===== src/rtl/tod_pkg.sv =====
package tod_pkg;
  localparam logic [1:0] SEL_SEC  = 2'd0;
  localparam logic [1:0] SEL_MIN  = 2'd1;
  localparam logic [1:0] SEL_HOUR = 2'd2;
  localparam logic [1:0] SEL_NONE = 2'd3;

  localparam int SEC_MAX  = 59;
  localparam int MIN_MAX  = 59;
  localparam int HOUR_MAX = 23;
  localparam int DIGIT_W  = 4;
endpackage


===== src/rtl/tod_prescaler.sv =====
module tod_prescaler #(
  parameter int DIV = 50_000_000
) (
  input  logic clk,
  input  logic rst_n,
  output logic tick
);
  localparam int CW = (DIV > 1) ? $clog2(DIV) : 1;
  localparam logic [CW-1:0] LAST = CW'(DIV - 1);

  logic [CW-1:0] cnt_q, cnt_d;

  always_comb begin
    if (cnt_q == LAST) cnt_d = '0;
    else               cnt_d = cnt_q + 1'b1;
  end

  always_ff @(posedge clk or negedge rst_n) begin
    if (!rst_n) cnt_q <= '0;
    else        cnt_q <= cnt_d;
  end

  assign tick = (cnt_q == '0);
endmodule


===== src/rtl/tod_field.sv =====
module tod_field #(
  parameter int MAX = 59,
  parameter bit UP  = 1'b1
) (
  input  logic                       clk,
  input  logic                       rst_n,
  input  logic                       step_en,
  input  logic                       plus,
  input  logic                       minus,
  output logic [$clog2(MAX+1)-1:0]   value,
  output logic                       carry
);
  localparam int W = $clog2(MAX + 1);
  localparam logic [W-1:0] TOP = W'(MAX);

  logic [W-1:0] val_q, val_d, inc_v, dec_v;
  logic         at_top, at_zero, idle;

  assign at_top  = (val_q == TOP);
  assign at_zero = (val_q == '0);
  assign inc_v   = at_top  ? '0  : val_q + 1'b1;
  assign dec_v   = at_zero ? TOP : val_q - 1'b1;
  assign idle    = !plus && !minus;

  always_comb begin
    val_d = val_q;
    if (plus && !minus)       val_d = inc_v;
    else if (minus && !plus)  val_d = dec_v;
    else if (idle && step_en) val_d = UP ? inc_v : dec_v;
  end

  always_ff @(posedge clk or negedge rst_n) begin
    if (!rst_n) val_q <= '0;
    else        val_q <= val_d;
  end

  assign value = val_q;
  assign carry = step_en && idle && (UP ? at_top : at_zero);
endmodule


===== src/rtl/tod_digits.sv =====
module tod_digits #(
  parameter int W = 6
) (
  input  logic [W-1:0] value,
  output logic [3:0]   tens,
  output logic [3:0]   units
);
  logic [7:0] ext, t8, u8;

  assign ext   = 8'(value);
  assign t8    = ext / 8'd10;
  assign u8    = ext % 8'd10;
  assign tens  = t8[3:0];
  assign units = u8[3:0];
endmodule


===== src/rtl/tod_counter.sv =====
module tod_counter
  import tod_pkg::*;
#(
  parameter int TICK_DIV = 50_000_000,
  parameter bit COUNT_UP = 1'b1
) (
  input  logic       clk,
  input  logic       rst_n,
  input  logic [1:0] adj_sel,
  input  logic       adj_plus,
  input  logic       adj_minus,
  output logic [4:0] hours,
  output logic [5:0] minutes,
  output logic [5:0] seconds,
  output logic [3:0] hour_tens,
  output logic [3:0] hour_units,
  output logic [3:0] min_tens,
  output logic [3:0] min_units,
  output logic [3:0] sec_tens,
  output logic [3:0] sec_units
);
  localparam int NF = 3;
  localparam int FMAX [NF] = '{SEC_MAX, MIN_MAX, HOUR_MAX};
  localparam logic [1:0] FSEL [NF] = '{SEL_SEC, SEL_MIN, SEL_HOUR};

  logic          sec_tick;
  logic [NF:0]   chain;
  logic [5:0]    fval  [NF];
  logic [3:0]    ftens [NF];
  logic [3:0]    funits[NF];

  tod_prescaler #(.DIV(TICK_DIV)) u_pre (
    .clk(clk), .rst_n(rst_n), .tick(sec_tick)
  );

  assign chain[0] = sec_tick;

  for (genvar f = 0; f < NF; f++) begin : g_field
    localparam int FW = $clog2(FMAX[f] + 1);
    logic          hit;
    logic [FW-1:0] v;

    assign hit = (adj_sel == FSEL[f]);

    tod_field #(.MAX(FMAX[f]), .UP(COUNT_UP)) u_fld (
      .clk     (clk),
      .rst_n   (rst_n),
      .step_en (chain[f]),
      .plus    (hit && adj_plus),
      .minus   (hit && adj_minus),
      .value   (v),
      .carry   (chain[f+1])
    );

    tod_digits #(.W(FW)) u_dig (
      .value(v), .tens(ftens[f]), .units(funits[f])
    );

    assign fval[f] = 6'(v);
  end

  assign seconds    = fval[0];
  assign minutes    = fval[1];
  assign hours      = fval[2][4:0];
  assign sec_tens   = ftens[0];
  assign sec_units  = funits[0];
  assign min_tens   = ftens[1];
  assign min_units  = funits[1];
  assign hour_tens  = ftens[2];
  assign hour_units = funits[2];
endmodule


===== config.mk =====
export PLATFORM = sky130hd
export DESIGN_NAME = tod_counter
export DESIGN_NICKNAME = d
export VERILOG_FILES = /design/src/rtl/tod_pkg.sv /design/src/rtl/tod_prescaler.sv /design/src/rtl/tod_field.sv /design/src/rtl/tod_digits.sv /design/src/rtl/tod_counter.sv
export SDC_FILE = /design/constraint.sdc
export NUM_CORES = 1
export LEC_CHECK = 0
export BUFFER_PORTS_ARGS = -buffer_cell sky130_fd_sc_hd__buf_4
export CORE_MARGIN = 2
export CORE_UTILIZATION = 25
export DETAILED_ROUTE_END_ITERATION = 6
export PLACE_DENSITY = 0.37
export REMOVE_ABC_BUFFERS = 1
export SKIP_CTS_REPAIR_TIMING = 1
export SLEW_MARGIN = 20
export SYNTH_ARGS = -nofsm -noshare
export SYNTH_HDL_FRONTEND = slang
export SYNTH_SLANG_ARGS = --single-unit

===== constraint.sdc =====
create_clock -name clk -period 2.8 [get_ports clk]
set_input_delay 0.42 -clock clk [delete_from_list [all_inputs] [get_ports clk]]
set_output_delay 0.42 -clock clk [all_outputs]
set_load 0.02 [all_outputs]

==> results summary <==
The run finished with clean final reports. In the synthesized netlist, the cells that appear most often are sky130_fd_sc_hd__nor2_1, sky130_fd_sc_hd__dfrtp_1, sky130_fd_sc_hd__nand2_1, sky130_fd_sc_hd__nand3_1, sky130_fd_sc_hd__xnor2_1. In this run the remaining antenna-violating nets after routing total 0. The count of H-tree levels built during CTS is 2. Across the VDD grid, the largest voltage drop is 0.424 mV. The share of total power dissipated in the clock network is 15.4%. The number of buffers created by CTS is 5. The area of placed instances came out at 0.00411 sq mm. After floorplanning, the core was divided into 43 placement rows. The total of buffers placed on input and output ports is 42.

The I/O pin count is 47. The tightest min-delay check is of the primary input to async pin type. The global routing stage identified its most utilized layer as met2. Dividing the detail-routed wire length by the instance count gives 14.5 um. The number of antenna violations at the first check in global routing was 0. The time the final worst path needs with I/O delays and setup is 2710 ps. The total global routing track utilization is 12.8%. Global routing used 17.8% of the available met1 tracks. The maximum net fanout on the critical path came out at 5. The share of total power dissipated in combinational logic is 64.2%.

The largest net degree at the start of global routing is 44. The most frequently used flop master after synthesis is sky130_fd_sc_hd__dfrtp_1. STA classifies the critical path endpoint as an output pin. Clock-pin slew was measured on the worst setup and hold paths at 70 ps. The first-pass GRT wire length came out at 15,800 um.

The total overflow left after global routing is 0. The critical path is of the register to output pin type. The simple-gate area share of the yosys netlist is 29.1%.

Across the routed clock network, the largest skew measured is 7.96 ps. The top achievable clock speed is 0.369 GHz. The synthesized design contains 43 register bits. For the pin with the worst max-slew slack, the measured transition is 800 ps. The die covers 0.0154 sq mm. The number of inserted diodes came out at 0. The kind of cell with the highest combined delay along the critical path is flip-flops.

In this run the tightest slew margin relative to its limit is 46.6%. The per-instance average area after synthesis came out at 8.30 sq um. The number of synthesis warnings came out at 0.

The worst setup path is launched from a register. The number of nets at the end of the flow came out at 495. For this block, the initial DRC count from the detailed router was 143.

The final non-filler cell area came out at 0.00436 sq mm. By area the synthesized netlist is led by sky130_fd_sc_hd__dfrtp_1, sky130_fd_sc_hd__ha_1, sky130_fd_sc_hd__nor2_1. The core outline area is 0.0140 sq mm.

The met3 usage came out at 2.01%. The net switching fraction of the power came out at 46.1%. The number of violations of the max-capacitance limit is 0.

In this run the power density over the cells is 1050 mW/mm^2. The height of the die came out at 124 um. The required time at the worst-slack endpoint came out at 2380 ps. The global-route met2 utilization came out at 20.8%. The via count of the first global-routing pass is 3,112. The internal portion of the total power is 2.48 mW. The share of the cycle needed by the critical path after routing came out at 96.9%. The final routed DRC violation total came out at 0. Traced cell by cell, the critical path runs through nor2b_4 > and2_4 > o21bai_4 > xnor2_2 > ha_2 > buf_4 > buf_4 > nor2_2 > nor2_1 > a211o_1 > buf_6. The number of synthesized flops with an enable pin came out at 0. The slowest stage of the critical path is the sky130_fd_sc_hd__dfrtp_2 cell. Of the total power, registers draw 20.4%. The detailed-routing iteration count for the pre-antenna-repair pass is 4. The final estimated routing congestion in global placement came out at 0.779. The power after layout is 4.60 mW. The via count of the routed design came out at 3,260. The combined buffer and inverter count along the critical path came out at 3.

After detailed routing, the number of vias per cell comes to 4.99. Setup violations remaining at the end of the flow were counted as 0. The fraction of synthesis flops using an asynchronous set or reset pin is 100%.

The starting utilization of the core area came out at 25.8%. The cell that appears most often on the critical path is sky130_fd_sc_hd__buf_4. The final max-slew violation count came out at 0. The clock reaches the later pin of the worst-skew pair after 290 ps. TritonCTS built the clock tree. The switching power total came out at 2.12 mW.

The multiplexer area fraction after synthesis is 2.67%. After Yosys synthesis, full adders, half adders and majority gates account for 5.90% of the synthesized area. The synthesized netlist devotes 18.3% of its cell area to compound gates.

The die is 124 um wide. The distinct cell type count of the synthesized netlist came out at 78. Timing analysis after detailed placement gives a worst setup slack of 222 ps. Setup slack on the critical path of the routed design comes to 86.7 ps. The cell sitting at the root of the clock tree is a sky130_fd_sc_hd__clkbuf_16. Clock tree synthesis found a total of 43 sinks.

The most common cell in the synthesized netlist is sky130_fd_sc_hd__nor2_1. The area of the mapped netlist came out at 0.00360 sq mm. By area, the combinational part of the netlist is dominated by simple AND/OR/NAND/NOR gates. The maximum clock path buffer count is 2. The sequential area share after synthesis came out at 29.9%. The ratio of cells with drive above 1 in the final layout came out at 20.5%. The cell type with the largest total area after synthesis is sky130_fd_sc_hd__dfrtp_1. The data arrival time of the critical path is 2290 ps. Summed over all cells, the static leakage comes to 1.92 nW. The delay of the slowest critical-path stage is 430 ps. The wire length after detailed routing is 9440 um. The parity-gate share of the synthesized area counting xor and xnor cells is 7.78%. In this run the biggest area consumer among cell types represents 29.9% of the synthesized area. The total half-perimeter wirelength after legalization and detailed placement came out at 6840 um. The final count of hold timing violations came out at 0. The synthesis-to-finish area growth is 21.1%. The gate count after technology mapping is 434.
[stage by stage]
| stage | hold WS [ps] | util [%] | TNS (ps) | std cells |
|---|---|---|---|---|
| 6_report | 126 | 31.2 | 0 | 653 |
| 5_1_grt | 175 | 31.2 | -20.6 | 653 |
| 4_1_cts | 157 | 30.6 | -108 | 649 |
| 3_5_place_dp | 479 | 29.3 | 0 | 641 |
| 3_3_place_gp | 484 | 29.3 | 0 | 641 |
| 2_1_floorplan | 124 | - | -127 | 403 |
[state kept, by name, summed over array words and instances, names as in the netlist]
register and count:
u_pre.cnt_q 26, g_field.u_fld.value 17
[per-layer routing]
metal | wire (um) | part of all wire, %
met1 | 4600 | 49
met2 | 4530 | 48
met3 | 250 | 2.6
met4 | 62 | 0.66
met5 | 0 | 0
[power by group through the flow]
stage / combinational [mW] / clock [mW] / sequential, mW
after floorplan: 1.55 / 0 / 1.14
after global placement: 2.86 / 0 / 0.958
after detailed placement: 2.85 / 0 / 0.952
after CTS: 2.86 / 0.728 / 0.941
after global routing: 3.25 / 0.755 / 0.972
final: 2.95 / 0.710 / 0.939
[worst paths after layout]
kind | startpoint | depth (start not counted) | slack, ps | endpoint
hold / removal | rst_n | 1 | 130 | u_pre.cnt_q[9]
min in group clk | u_pre.cnt_q[0] | 1 | 510 | u_pre.cnt_q[0]
max in group asynchronous | rst_n | 1 | 2230 | g_field[0].u_fld.value[5]
setup reg to reg | u_pre.cnt_q[0] | 7 | 570 | g_field[2].u_fld.value[0]
setup / recovery | g_field[0].u_fld.value[5] | 11 | 90 | sec_units[3]
hold reg to reg | u_pre.cnt_q[0] | 1 | 510 | u_pre.cnt_q[0]
[cell usage in the layout, fill, tap and decap left out, types with 3 or more instances in the layout]
cell type / instances
sky130_fd_sc_hd__o21ai_0: 16
sky130_fd_sc_hd__nand2_1: 31
sky130_fd_sc_hd__nand3_1: 21
sky130_fd_sc_hd__o21bai_1: 3
sky130_fd_sc_hd__nand4_1: 8
sky130_fd_sc_hd__xnor2_1: 18
sky130_fd_sc_hd__inv_1: 15
sky130_fd_sc_hd__and2_1: 4
sky130_fd_sc_hd__conb_1: 4
sky130_fd_sc_hd__a31oi_1: 7
sky130_fd_sc_hd__nor4_1: 4
sky130_fd_sc_hd__a22o_1: 6
sky130_fd_sc_hd__a21o_1: 3
sky130_fd_sc_hd__a21oi_1: 16
sky130_fd_sc_hd__and4_1: 7
sky130_fd_sc_hd__o31ai_1: 3
sky130_fd_sc_hd__clkbuf_16: 5
sky130_fd_sc_hd__o22ai_1: 3
sky130_fd_sc_hd__nor2_1: 51
sky130_fd_sc_hd__xor2_1: 13
sky130_fd_sc_hd__dfrtp_1: 42
sky130_fd_sc_hd__buf_4: 61
sky130_fd_sc_hd__nor2b_1: 8
sky130_fd_sc_hd__nor3_1: 15
sky130_fd_sc_hd__ha_1: 16
sky130_fd_sc_hd__mux2i_1: 7
sky130_fd_sc_hd__and3_1: 11
[final cells by class]
cell class	instances	area [sq um]
Fill cell	1517	9630
Multi-Input combinational cell	345	2360
Sequential cell	43	1080
Timing Repair Buffer	62	469
Tap cell	180	225
Clock buffer	5	125
Inverter	15	56.3
Clock inverter	3	46.3
[logic make-up (layout without fill, tap and decap cells)]
| kind of cell | Yosys count | count (layout) |
|---|---|---|
| compound gates | 93 | 93 |
| xor+xnor | 32 | 32 |
| fa+ha+maj | 17 | 17 |
| buf+inv | 49 | 85 |
| flops | 43 | 43 |
| mux | 9 | 9 |
| other cells | 1 | 4 |
| simple gates | 190 | 190 |
Note: power is estimated with default switching activity, not from simulation.
